===== config.mk =====
export PLATFORM = sky130hd
export DESIGN_NAME = frame_word_monitor
export DESIGN_NICKNAME = d
export VERILOG_FILES = /design/src/rtl/fwm_pkg.sv /design/src/rtl/fwm_word_check.sv /design/src/rtl/fwm_run_grader.sv /design/src/rtl/frame_word_monitor.sv
export SDC_FILE = /design/constraint.sdc
export NUM_CORES = 1
export LEC_CHECK = 0
export ABC_AREA = 0
export BUFFER_PORTS_ARGS = -buffer_cell sky130_fd_sc_hd__buf_2
export CORE_MARGIN = 5
export CORE_UTILIZATION = 30
export CTS_BUF_LIST = sky130_fd_sc_hd__clkbuf_8 sky130_fd_sc_hd__clkbuf_16
export DETAILED_ROUTE_END_ITERATION = 12
export GPL_TIMING_DRIVEN = 0
export PLACE_DENSITY = 0.6
export SLEW_MARGIN = 20
export SYNTH_ARGS = -nofsm -noshare
export SYNTH_HDL_FRONTEND = slang
export SYNTH_SLANG_ARGS = --single-unit

===== constraint.sdc =====
create_clock -name clk -period 2.33 [get_ports clk]
set_input_delay 0.3495 -clock clk [delete_from_list [all_inputs] [get_ports clk]]
set_output_delay 0.3495 -clock clk [all_outputs]
set_load 0.02 [all_outputs]

===== src/rtl/fwm_pkg.sv =====
package fwm_pkg;

    // One verdict per frame, produced when the second framing byte arrives
    typedef struct packed {
        logic evt;   // a frame verdict is available this cycle
        logic bad;   // the framing word of that frame was damaged
    } fwm_verdict_t;

    localparam logic [7:0] FWM_HDR0_DEF = 8'hF6;
    localparam logic [7:0] FWM_HDR1_DEF = 8'h28;

endpackage


===== src/rtl/fwm_word_check.sv =====
module fwm_word_check
    import fwm_pkg::*;
#(
    parameter int          IDX_W = 10,
    parameter logic [7:0]  HDR0  = FWM_HDR0_DEF,
    parameter logic [7:0]  HDR1  = FWM_HDR1_DEF
) (
    input  logic             clk,
    input  logic             rst_n,
    input  logic             byte_vld,
    input  logic [IDX_W-1:0] byte_idx,
    input  logic [7:0]       byte_dat,
    output fwm_verdict_t     verdict
);

    localparam logic [IDX_W-1:0] POS0 = IDX_W'(0);
    localparam logic [IDX_W-1:0] POS1 = IDX_W'(1);

    typedef struct packed {
        logic         hdr0_ok;
        fwm_verdict_t vd;
    } chk_state_t;

    chk_state_t st_d, st_q;

    always_comb begin
        st_d        = st_q;
        st_d.vd.evt = 1'b0;
        st_d.vd.bad = 1'b0;
        if (byte_vld && (byte_idx == POS0)) begin
            st_d.hdr0_ok = (byte_dat == HDR0);
        end
        if (byte_vld && (byte_idx == POS1)) begin
            st_d.vd.evt  = 1'b1;
            st_d.vd.bad  = !(st_q.hdr0_ok && (byte_dat == HDR1));
            st_d.hdr0_ok = 1'b0;
        end
    end

    always_ff @(posedge clk or negedge rst_n) begin
        if (!rst_n) begin
            st_q <= '0;
        end else begin
            st_q <= st_d;
        end
    end

    assign verdict = st_q.vd;

endmodule


===== src/rtl/fwm_run_grader.sv =====
module fwm_run_grader
    import fwm_pkg::*;
#(
    parameter int EF_RUN  = 2,
    parameter int SEF_RUN = 4,
    parameter int OOF_RUN = 24,
    parameter int CNT_W   = $clog2(OOF_RUN + 1)
) (
    input  logic             clk,
    input  logic             rst_n,
    input  fwm_verdict_t     verdict,
    input  logic             sync_acq,
    output logic [CNT_W-1:0] run_cnt,
    output logic             ef_alm,
    output logic             sef_alm,
    output logic             oof_alm,
    output logic             reacq
);

    localparam logic [CNT_W-1:0] EF_LIM  = CNT_W'(EF_RUN);
    localparam logic [CNT_W-1:0] SEF_LIM = CNT_W'(SEF_RUN);
    localparam logic [CNT_W-1:0] OOF_LIM = CNT_W'(OOF_RUN);

    typedef struct packed {
        logic [CNT_W-1:0] cnt;
        logic             ef;
        logic             sef;
        logic             oof;
        logic             req;
    } grade_state_t;

    grade_state_t gr_d, gr_q;

    always_comb begin
        gr_d     = gr_q;
        gr_d.req = 1'b0;
        if (gr_q.oof) begin
            // latched: only the aligner's sync report releases it
            if (sync_acq) begin
                gr_d = '0;
            end
        end else if (verdict.evt) begin
            if (verdict.bad) begin
                if (gr_q.cnt < OOF_LIM) begin
                    gr_d.cnt = gr_q.cnt + CNT_W'(1);
                end
            end else begin
                gr_d.cnt = '0;
            end
            gr_d.ef  = (gr_d.cnt >= EF_LIM);
            gr_d.sef = (gr_d.cnt >= SEF_LIM);
            if (gr_d.cnt == OOF_LIM) begin
                gr_d.oof = 1'b1;
                gr_d.req = 1'b1;
            end
        end
    end

    always_ff @(posedge clk or negedge rst_n) begin
        if (!rst_n) begin
            gr_q <= '0;
        end else begin
            gr_q <= gr_d;
        end
    end

    assign run_cnt = gr_q.cnt;
    assign ef_alm  = gr_q.ef;
    assign sef_alm = gr_q.sef;
    assign oof_alm = gr_q.oof;
    assign reacq   = gr_q.req;

endmodule


===== src/rtl/frame_word_monitor.sv =====
module frame_word_monitor
    import fwm_pkg::*;
#(
    parameter int          IDX_W   = 10,
    parameter logic [7:0]  HDR0    = FWM_HDR0_DEF,
    parameter logic [7:0]  HDR1    = FWM_HDR1_DEF,
    parameter int          EF_RUN  = 2,
    parameter int          SEF_RUN = 4,
    parameter int          OOF_RUN = 24,
    localparam int         CNT_W   = $clog2(OOF_RUN + 1)
) (
    input  logic             clk,
    input  logic             rst_n,
    input  logic             byte_vld,
    input  logic [IDX_W-1:0] byte_idx,
    input  logic [7:0]       byte_dat,
    input  logic             sync_acq,
    output logic [CNT_W-1:0] bad_run,
    output logic             err_frame,
    output logic             sev_err_frame,
    output logic             out_of_frame,
    output logic             reacq_req
);

    fwm_verdict_t verdict;

    fwm_word_check #(
        .IDX_W (IDX_W),
        .HDR0  (HDR0),
        .HDR1  (HDR1)
    ) u_check (
        .clk      (clk),
        .rst_n    (rst_n),
        .byte_vld (byte_vld),
        .byte_idx (byte_idx),
        .byte_dat (byte_dat),
        .verdict  (verdict)
    );

    fwm_run_grader #(
        .EF_RUN  (EF_RUN),
        .SEF_RUN (SEF_RUN),
        .OOF_RUN (OOF_RUN),
        .CNT_W   (CNT_W)
    ) u_grade (
        .clk      (clk),
        .rst_n    (rst_n),
        .verdict  (verdict),
        .sync_acq (sync_acq),
        .run_cnt  (bad_run),
        .ef_alm   (err_frame),
        .sef_alm  (sev_err_frame),
        .oof_alm  (out_of_frame),
        .reacq    (reacq_req)
    );

endmodule


==> PnR_summary.wiki, run 1 <==
{| class="wikitable"
! Metric !! Value
|-
| Reg-to-Reg Start || u_grade.run_cnt[0]$_DFFE_PN0P_
|-
| Reg2reg end || u_grade.oof_alm$_DFF_PN0_
|-
| DRC || 0
|-
| Buffering stage count on the worst path with inverters included || 0
|-
| Final worst-path setup slack || 0.7375 ns
|-
| Number of clock sinks || 12
|-
| Non-Filler Cell Area, Final || 947.2 um^2
|-
| Post-Syn Area || 710.7 um^2
|-
| Clock insertion delay at the later pin of the skew report || roughly 0.24 ns
|-
| Total track usage || 0.1153
|-
| Total iterations of the first detailed-routing run || 4
|-
| Crit path to || u_grade.oof_alm$_DFF_PN0_
|-
| Kind of critical path || reg -> reg
|-
| Critical Path Source Type || flip-flop
|-
| Distinct cells, synth || 32
|-
| Transition time at the pin with the least slew margin || 0.4538 ns
|-
| DIE AREA || 3442 um^2
|-
| Count of cells along the worst register-to-register path || 5
|-
| Placement-stage cell area || between 800 and 900 um^2
|-
| Critical path data arrival time || about 1.7 ns
|-
| Final weighted congestion in routability-driven placement || just under 0.8
|-
| Register area share after synthesis || 0.4225
|-
| Clock tree root driver cell || sky130_fd_sc_hd__clkbuf_8
|-
| Most used flip-flop cell after synthesis || sky130_fd_sc_hd__dfrtp_1
|-
| Wire length of the first global-routing pass || 3022 um
|-
| Detailed-route wire length || 1746 um
|-
| Num CTS Buffers || 3
|-
| Number of fill cells || 239
|-
| Setup slack on the worst flop-to-flop path || around 0.74 ns
|-
| Unrepaired setup endpoints after global routing || no
|-
| Remaining max-slew budget at the tightest pin || 0.6888
|-
| DIE WIDTH || 58.67 um
|-
| Req. time, crit path || 2.46 ns
|-
| Buffers from clock root to sink, at most || 2
|-
| Critical Path Stages || 5
|-
| Number of enable flip-flop cells after synthesis || 0
|-
| Max stage delay cell, worst path || sky130_fd_sc_hd__dfrtp_1
|-
| Number of max-slew violations in the final report || 0
|-
| Average cell area after synthesis || about 9.9 um^2
|-
| Routed WL per cell || 13.03 um
|-
| Minimum period implied by the final worst setup slack || 1.593 ns
|-
| Count of antenna-violating nets left after detailed routing || 0
|-
| Post-placement worst setup slack || 0.7747 ns
|-
| Maximum clock frequency || 627.9 MHz
|-
| CP delay by family, top || compound AO/OA/AOI/OAI gates
|-
| Commonest cells after routing, fill and taps aside || sky130_fd_sc_hd__buf_2, sky130_fd_sc_hd__dfrtp_1, sky130_fd_sc_hd__inv_1
|-
| Most common cell after layout, fill and taps aside || sky130_fd_sc_hd__buf_2
|-
| Final Skew || around 0.0015 ns
|-
| Worst vdd ir || 0.1968 mV
|-
| Final core utilization || 0.4241
|-
| Fin Setup TNS || 0 ns
|-
| Final Hold Vio Count || 0
|-
| Area growth from synthesis to layout || 33.27%
|-
| Effective utilization at floorplan || 0.3182
|-
| Post-synth ARST share || 1.000
|-
| Number of register bits inferred by synthesis || 12
|-
| Antenna violations before repair || 0
|-
| Worst min-delay path category || in -> reg
|-
| Top-Level Pins || 31
|-
| Via-to-Cell Ratio || 5.239
|-
| Placed wire-length estimate after detailed placement || 1360 um
|-
| Std-Cell Rows || 17
|-
| Count of maximum capacitance violations || 0
|-
| Power after layout || roughly 510 uW
|-
| Buffer count from post-CTS setup fixing || 0
|-
| CP Launch Point || u_grade.run_cnt[0]$_DFFE_PN0P_
|-
| Post-synthesis instance total || 72
|-
| 1st-iter DRT viols || 13
|-
| Hold_buf cts || 1
|-
| Run status || finished clean
|-
| Max incr delay on CP || 0.48 ns
|-
| Static leakage || about 0.47 nW
|-
| Count of nets after finishing || 131
|-
| Final clock period utilization by the worst path || 0.6835
|-
| Max Fanout on Critical Path || 8
|-
| Maximum number of pins on one net before global-route repair || 13
|-
| Setup violations, final || 0
|-
| Port Buffers || 30
|-
| CORE AREA || about 2200 um^2
|-
| H-tree depth || 1
|-
| Cells traversed along the worst timing path || ha_1 -> mux2i_1 -> a31oi_1 -> o21ai_1 -> o41ai_2
|-
| Count of warnings emitted by yosys || 0
|-
| Clock-pin slew on the worst setup and hold paths || ~0.05 ns
|-
| Ratio of total power to cell area || 535.1 nW/um^2
|-
| Post-Syn Nets || 95
|-
| Number of global-route vias before repair || 701
|-
| Kind of end point of the critical path || flip-flop
|-
| CTS tree || yes
|-
| Vertical die dimension || 58.67 um
|-
| Count of cells resized by post-cts repair || 0
|-
| Congestion Overflow GR || 0
|-
| Ratio of cells with drive above 1 in the final layout || 0.3962
|-
| Total vias in the final route || 702
|-
| Number of antenna repair diodes || 0
|}
## sequential cells by signal, summed over array words and instances, names as in the netlist
name and cells:
u_check.st_q 1, u_check.verdict 2, u_grade.ef_alm 1, u_grade.oof_alm 1
u_grade.reacq 1, u_grade.run_cnt 5, u_grade.sef_alm 1
## logic make-up (layout without fill, tap and decap cells)
group | after synthesis | count (layout) | synth area share
fa+ha+maj | 1 | 1 | 0.01760
flops | 12 | 12 | 0.4225
simple gates | 23 | 23 | 0.2130
mux | 3 | 3 | 0.04226
compound gates | 24 | 24 | 0.2412
buf+inv | 9 | 43 | 0.06338
## Yosys cell counts, drive strengths merged, types with 2 or more instances
| cell type | instances | area (um^2) |
|---|---|---|
| a21oi | 4 | 20.02 |
| buf | 3 | 22.52 |
| o22ai | 2 | 12.51 |
| mux2i | 3 | 30.03 |
| nand3b | 2 | 15.01 |
| nand2 | 5 | 21.27 |
| a31oi | 2 | 12.51 |
| inv | 6 | 22.52 |
| a41oi | 2 | 17.52 |
| dfrtp | 12 | 300.3 |
| and3 | 2 | 12.51 |
| nor2 | 2 | 7.510 |
| nand2b | 3 | 18.77 |
| nor4 | 4 | 37.53 |
| a21boi | 2 | 15.01 |
| o21ai | 5 | 25.02 |
| o41ai | 2 | 25.03 |
## layout make-up
| cell class | count | area (um^2) | share of cell area |
|---|---|---|---|
| well taps | 28 | 35.03 | 0.03699 |
| plain buffers | 3 | 22.52 | 0.02378 |
| flip-flops and latches | 12 | 300.3 | 0.3170 |
| multi-input cells | 51 | 365.4 | 0.3857 |
| repair buffers | 31 | 160.2 | 0.1691 |
| inverters | 6 | 22.52 | 0.02378 |
| clock buffers | 3 | 41.29 | 0.04359 |
## routing by layer
| metal | global-route usage | part of all wire |
|---|---|---|
| met1 | 0.1446 | 0.44 |
| met2 | 0.1834 | 0.45 |
| met3 | 0.03509 | 0.091 |
| met4 | 0.04854 | 0.018 |
| met5 | 0 | 0 |
## per-stage QoR
stage / hold WS [ns] / std cells
after floorplan: 0.05391 / 72
after global routing: 0.3716 / 134
final: 0.3573 / 134
after CTS: 0.3589 / 134
after global placement: 0.2379 / 130
after detailed placement: 0.2413 / 130
## power breakdown
part	internal, mW	leakage [nW]	switching [mW]
clock network	0.114	0.0216	0.0740
registers	0.218	0.160	0.00718
logic	0.0424	0.288	0.0519
total	0.374	0.470	0.133
## worst reg2reg max path: stages (launching register included)
cell and delay [ns]:
sky130_fd_sc_hd__dfrtp_1 0.48, sky130_fd_sc_hd__ha_1 0.30, sky130_fd_sc_hd__mux2i_1 0.12, sky130_fd_sc_hd__a31oi_1 0.14
sky130_fd_sc_hd__o21ai_1 0.11, sky130_fd_sc_hd__o41ai_2 0.33
## worst min path at each step
stage,startpoint,end,cells past startpoint
floorplan,rst_n,u_check.st_q[2]$_DFFE_PN0P_,0
global placement,rst_n,u_grade.run_cnt[4]$_DFFE_PN0P_,1
detailed placement,rst_n,u_grade.run_cnt[2]$_DFFE_PN0P_,1
CTS,byte_idx[0],u_check.verdict[1]$_DFF_PN0_,3
global route,byte_idx[0],u_check.verdict[1]$_DFF_PN0_,3
finish,byte_idx[0],u_check.verdict[1]$_DFF_PN0_,3
Note: power is estimated with default switching activity, not from simulation.
==> inputs of run 2 (changes only) <==
clock period = 1.5 ns   (was 2.33 ns; I/O delays follow)
==> PnR_summary.wiki, run 2 (synthesis results as in run 1) <==
{| class="wikitable"
! Metric !! Value
|-
| Total track usage || 0.1185
|-
| Reg2reg end || u_grade.run_cnt[1]$_DFFE_PN0P_
|-
| CORE AREA || between 2000 and 2500 um^2
|-
| Ratio of total power to cell area || 822.5 nW/um^2
|-
| DIE AREA || 3442 um^2
|-
| Count of maximum capacitance violations || 0
|-
| Count of antenna-violating nets left after detailed routing || 0
|-
| Kind of end point of the critical path || flip-flop
|-
| Max Fanout on Critical Path || 3
|-
| Minimum period implied by the final worst setup slack || 1.409 ns
|-
| DRC || 0
|-
| DIE WIDTH || approximately 59 um
|-
| Ratio of cells with drive above 1 in the final layout || 0.4364
|-
| Number of clock sinks || 12
|-
| Placement-stage cell area || approximately 900 um^2
|-
| Non-Filler Cell Area, Final || approximately 1000 um^2
|-
| Part of the power in registers || 0.430
|-
| Power spent charging and discharging nets || 214.9 uW
|-
| Transition time at the pin with the least slew margin || 0.4309 ns
|-
| Detailed-route wire length || 1780 um
|-
| Worst vdd ir || 0.3201 mV
|-
| Commonest cells after routing, fill and taps aside || sky130_fd_sc_hd__buf_2, sky130_fd_sc_hd__dfrtp_1, sky130_fd_sc_hd__inv_1, sky130_fd_sc_hd__buf_4
|-
| Clock insertion delay at the later pin of the skew report || ~0.24 ns
|-
| H-tree depth || 1
|-
| Final weighted congestion in routability-driven placement || 0.7849
|-
| Remaining max-slew budget at the tightest pin || 0.7045
|-
| Total iterations of the first detailed-routing run || 4
|-
| Placed wire-length estimate after detailed placement || ~1400 um
|-
| Count of nets after finishing || 134
|-
| Wire length of the first global-routing pass || ~3000 um
|-
| Power after layout || roughly 800 uW
|-
| Top-Level Pins || 31
|-
| Total vias in the final route || 717
|-
| Antenna violations before repair || 0
|-
| Combinational group share of total power || 0.195
|-
| Maximum number of pins on one net before global-route repair || 13
|-
| Routed WL per cell || 12.90 um
|-
| Sw Ratio || 0.2674
|-
| Count of cells along the worst register-to-register path || 5
|-
| Std-Cell Rows || 17
|-
| Run status || finished clean
|-
| Port Buffers || 30
|-
| Vertical die dimension || a little under 60 um
|-
| Design internal power || 588.8 uW
|-
| CP Launch Point || u_grade.run_cnt[0]$_DFFE_PN0P_
|-
| Number of fill cells || 235
|-
| Clock-pin slew on the worst setup and hold paths || about 0.050 ns
|-
| Final-layout worst hold slack || 0.2303 ns
|-
| 1st-iter DRT viols || 16
|-
| Clock tree root driver cell || sky130_fd_sc_hd__clkbuf_8
|-
| Buffers from clock root to sink, at most || 2
|-
| Number of max-slew violations in the final report || 0
|-
| Reg-to-Reg Start || u_grade.run_cnt[0]$_DFFE_PN0P_
|-
| Number of antenna repair diodes || 0
|-
| Number of flip-flops in the largest register || 5
|-
| Final Hold Vio Count || 0
|-
| Req. time, crit path || ~1.6 ns
|-
| Setup slack on the worst flop-to-flop path || 0.09 ns
|-
| Num CTS Buffers || 3
|-
| Area growth from synthesis to layout || 37.50%
|-
| Final clock period utilization by the worst path || 0.9396
|-
| Setup violations, final || 0
|-
| Crit path to || u_grade.run_cnt[1]$_DFFE_PN0P_
|-
| Worst min-delay path category || in -> reg
|-
| Kind of critical path || reg -> reg
|-
| Critical path data arrival time || roughly 1.5 ns
|-
| Most common cell after layout, fill and taps aside || sky130_fd_sc_hd__buf_2
|-
| Number of global-route vias before repair || 747
|-
| Maximum clock frequency || 709.5 MHz
|-
| Final Skew || 0.002503 ns
|-
| Share of power burned in the clock network || 0.375
|-
| Effective utilization at floorplan || 0.3182
|-
| Unrepaired setup endpoints after global routing || no
|-
| Fin Setup TNS || 0 ns
|-
| Congestion Overflow GR || 0
|-
| Via-to-Cell Ratio || a little over 5
|-
| CTS tree || yes
|-
| Critical Path Source Type || flip-flop
|-
| Static leakage || 0.4833 nW
|}
==> run 2: critical path: stages, from the launching register on <==
cell and delay, ns:
sky130_fd_sc_hd__dfrtp_2 0.41, sky130_fd_sc_hd__ha_2 0.28, sky130_fd_sc_hd__a21boi_0 0.12, sky130_fd_sc_hd__o21ai_1 0.15, sky130_fd_sc_hd__inv_2 0.07, sky130_fd_sc_hd__a32o_1 0.26
==> run 2: final cells by class <==
class,count,area (um^2),share of cell area
Buffer,3,22.52,0.02305
Clock buffer,3,41.29,0.04225
Clock inverter,1,3.754,0.003841
Inverter,6,22.52,0.02305
Multi-Input combinational cell,51,367.9,0.3764
Sequential cell,12,301.5,0.3086
Tap cell,28,35.03,0.03585
Timing Repair Buffer,34,182.7,0.1869
==> run 2: worst min-delay path by stage <==
stage                startpoint  cells past startpoint                             end  slack, ns
floorplan                 rst_n                      0     u_check.st_q[2]$_DFFE_PN0P_      -0.07
global placement          rst_n                      1  u_grade.run_cnt[4]$_DFFE_PN0P_       0.11
detailed placement        rst_n                      1  u_grade.run_cnt[2]$_DFFE_PN0P_       0.12
CTS                 byte_idx[0]                      3    u_check.verdict[1]$_DFF_PN0_       0.23
global route        byte_idx[0]                      3    u_check.verdict[1]$_DFF_PN0_       0.26
finish              byte_idx[0]                      3    u_check.verdict[1]$_DFF_PN0_       0.23
==> run 2: per-layer routing <==
layer	global-route usage	share of wire	up-vias
met1	0.1350	0.40	329
met4	0.06796	0.023	0
li1	-	-	352
met3	0.02851	0.097	3
met2	0.2010	0.48	33
met5	0	0	-
==> run 2: stage by stage <==
step,util,worst slack (ns),cells
detailed placement,0.4017,-0.04893,130
CTS,0.4342,0.02284,137
global route,0.4375,0.005454,138
floorplan,-,0.01795,72
finish,0.4375,0.09057,138
global placement,0.4017,-0.02048,130
==> run 2: power by group through the flow <==
stage	Combinational (mW)	Clock, mW	Sequential [mW]
after floorplan	0.0659	0	0.371
after global placement	0.142	0	0.355
after detailed placement	0.146	0	0.355
after CTS	0.158	0.315	0.346
after global routing	0.173	0.334	0.348
final	0.157	0.301	0.346
==> run 2: what timing repair did <==
action                     CTS  global route
hold buffers                 1             0
buffers inserted             2             1
gates resized for setup      1             2
setup endpoints to repair    2             2
hold endpoints to repair    12             0
pin swaps                    0             1
==> inputs of run 3 (changes only) <==
CELL_PAD_IN_SITES_DETAIL_PLACEMENT = 1   (was default)
CELL_PAD_IN_SITES_GLOBAL_PLACEMENT = 2   (was default)
CORE_UTILIZATION = 28   (was 30)
PLACE_DENSITY = 0.86   (was 0.6)
clock period = 1.74 ns   (was 1.5 ns; I/O delays follow)
==> PnR_summary.wiki, run 3 (synthesis results as in run 1) <==
{| class="wikitable"
! Metric !! Value
|-
| Worst min-delay path category || in -> reg
|-
| Buffers from clock root to sink, at most || 2
|-
| Count of maximum capacitance violations || 0
|-
| Wire length of the first global-routing pass || 3401 um
|-
| CORE AREA || 2455 um^2
|-
| Port Buffers || 30
|-
| Setup violations, final || 0
|-
| 1st-iter DRT viols || 3
|-
| Clock insertion delay at the later pin of the skew report || 0.24 ns
|-
| Total vias in the final route || 728
|-
| Commonest cells after routing, fill and taps aside || sky130_fd_sc_hd__buf_2, sky130_fd_sc_hd__dfrtp_1, sky130_fd_sc_hd__inv_1
|-
| Reg-to-Reg Start || u_grade.run_cnt[0]$_DFFE_PN0P_
|-
| Setup slack on the worst flop-to-flop path || about 0.14 ns
|-
| Total track usage || 0.1268
|-
| Unrepaired setup endpoints after global routing || no
|-
| Cells traversed along the worst timing path || ha_1 -> mux2i_1 -> a31oi_1 -> o21ai_1 -> o41ai_2
|-
| Count of placed standard cells including taps || around 130
|-
| Count of antenna-violating nets left after detailed routing || 0
|-
| DIE WIDTH || 60.38 um
|-
| Via-to-Cell Ratio || 5.314
|-
| Fin Setup TNS || 0 ns
|-
| Run status || finished clean
|-
| Placed wire-length estimate after detailed placement || 1544 um
|-
| Max stage delay cell, worst path || sky130_fd_sc_hd__dfrtp_1
|-
| Vertical die dimension || 60.38 um
|-
| Clock-pin slew on the worst setup and hold paths || 0.05 ns
|-
| Number of clock sinks || 12
|-
| Most common cell after layout, fill and taps aside || sky130_fd_sc_hd__buf_2
|-
| Routed WL per cell || 14.55 um
|-
| Req. time, crit path || 1.87 ns
|-
| Reg2reg end || u_grade.oof_alm$_DFF_PN0_
|-
| H-tree depth || 1
|-
| Final instance count without filler cells || 137
|-
| Final clock period utilization by the worst path || 0.9177
|-
| Count of nets after finishing || approximately 130
|-
| Transition time at the pin with the least slew margin || 0.3968 ns
|-
| Number of max-slew violations in the final report || 0
|-
| Maximum number of pins on one net before global-route repair || 13
|-
| Critical Path Source Type || flip-flop
|-
| Number of global-route vias before repair || 803
|-
| Ratio of total power to cell area || 767.8 nW/um^2
|-
| DRC || 0
|-
| Clock tree root driver cell || sky130_fd_sc_hd__clkbuf_8
|-
| Detailed-route wire length || 1993 um
|-
| Sink of the worst hold path || u_check.verdict[1]$_DFF_PN0_
|-
| Num CTS Buffers || 3
|-
| Effective utilization at floorplan || 0.2895
|-
| DIE AREA || 3646 um^2
|-
| Minimum period implied by the final worst setup slack || 1.597 ns
|-
| Remaining max-slew budget at the tightest pin || 0.7279
|-
| Maximum clock frequency || around 630 MHz
|-
| Final weighted congestion in routability-driven placement || between 0.7 and 0.8
|-
| Max incr delay on CP || 0.47 ns
|-
| Number of antenna repair diodes || 0
|-
| CTS tree || yes
|-
| Area growth from synthesis to layout || 35.56%
|-
| Count of cells along the worst register-to-register path || 5
|-
| Hold-critical path depth || 3
|-
| Max Fanout on Critical Path || 8
|-
| Kind of critical path || reg -> reg
|-
| Number of flip-flops in the largest register || 5
|-
| Final Hold Vio Count || 0
|-
| Ratio of cells with drive above 1 in the final layout || 0.4019
|-
| Static leakage || 0.4770 nW
|-
| Critical path data arrival time || about 1.7 ns
|-
| Final Skew || approximately 0.007 ns
|-
| Std-Cell Rows || 18
|-
| Total iterations of the first detailed-routing run || 4
|-
| Count of cells resized by post-cts repair || 0
|-
| Antenna violations before repair || 0
|-
| Worst vdd ir || 0.3397 mV
|-
| Top-Level Pins || 31
|-
| Congestion Overflow GR || 0
|-
| Kind of end point of the critical path || flip-flop
|-
| Min-delay src || byte_idx[0]
|}
-- run 3: timing repair --
item / CTS / global route
buffers inserted: 0 / 0
hold buffers: 1 / 0
endpoints found under the hold margin: 12 / 0
-- run 3: final cells by class --
class,instances,area (um^2)
tap,30,37.54
multi-input combinational,51,365.4
clock buffer,4,55.05
fill,300,1491
sequential,12,300.3
inverter,6,22.52
timing repair buffer,31,160.2
buffer,3,22.52
-- run 3: how the worst max path moves through the flow --
stage	startpoint	end	slack (ns)
floorplan	u_grade.run_cnt[0]$_DFFE_PN0P_	u_grade.run_cnt[1]$_DFFE_PN0P_	0.23
global placement	u_grade.run_cnt[0]$_DFFE_PN0P_	u_grade.run_cnt[1]$_DFFE_PN0P_	0.23
detailed placement	u_grade.run_cnt[0]$_DFFE_PN0P_	u_grade.oof_alm$_DFF_PN0_	0.19
CTS	u_grade.run_cnt[0]$_DFFE_PN0P_	u_grade.oof_alm$_DFF_PN0_	0.17
global route	u_grade.run_cnt[0]$_DFFE_PN0P_	u_grade.oof_alm$_DFF_PN0_	0.03
finish	u_grade.run_cnt[0]$_DFFE_PN0P_	u_grade.oof_alm$_DFF_PN0_	0.14
-- run 3: where the power goes --
group | switching (mW) | total (mW) | leakage, nW | internal, mW
sequential | 0.00951 | 0.301 | 0.160 | 0.291
clock | 0.110 | 0.310 | 0.0288 | 0.200
combinational | 0.0720 | 0.129 | 0.288 | 0.0570
-- run 3: per-layer routing --
layer,share of wire,vias to the layer above,track usage
li1,-,349,-
met1,0.42,350,0.1460
met2,0.51,27,0.2222
met3,0.055,2,0.01702
met4,0.013,0,0.07595
met5,0,-,0
-- run 3: through the flow --
step	instance area, um^2	total power [mW]	hold WS (ns)	utilization	setup slack (ns)
finish	963.4	0.7397	0.2765	0.3925	0.1432
global route	963.4	0.7771	0.3143	0.3925	0.02657
detailed placement	898.4	0.4340	0.1618	0.3660	0.1887
floorplan	710.7	0.3762	-0.03459	-	0.2292
global placement	898.4	0.4295	0.1500	0.3660	0.2265
CTS	963.4	0.7434	0.2711	0.3925	0.1664
-- run 3: worst max-delay path, delay by kind of cell (launching register included) --
family / cells / cell delay, ns
flip-flops: 1 / 0.47
adder cells (fa/ha/maj): 1 / 0.30
multiplexers: 1 / 0.11
AO/OA/AOI/OAI: 3 / 0.60
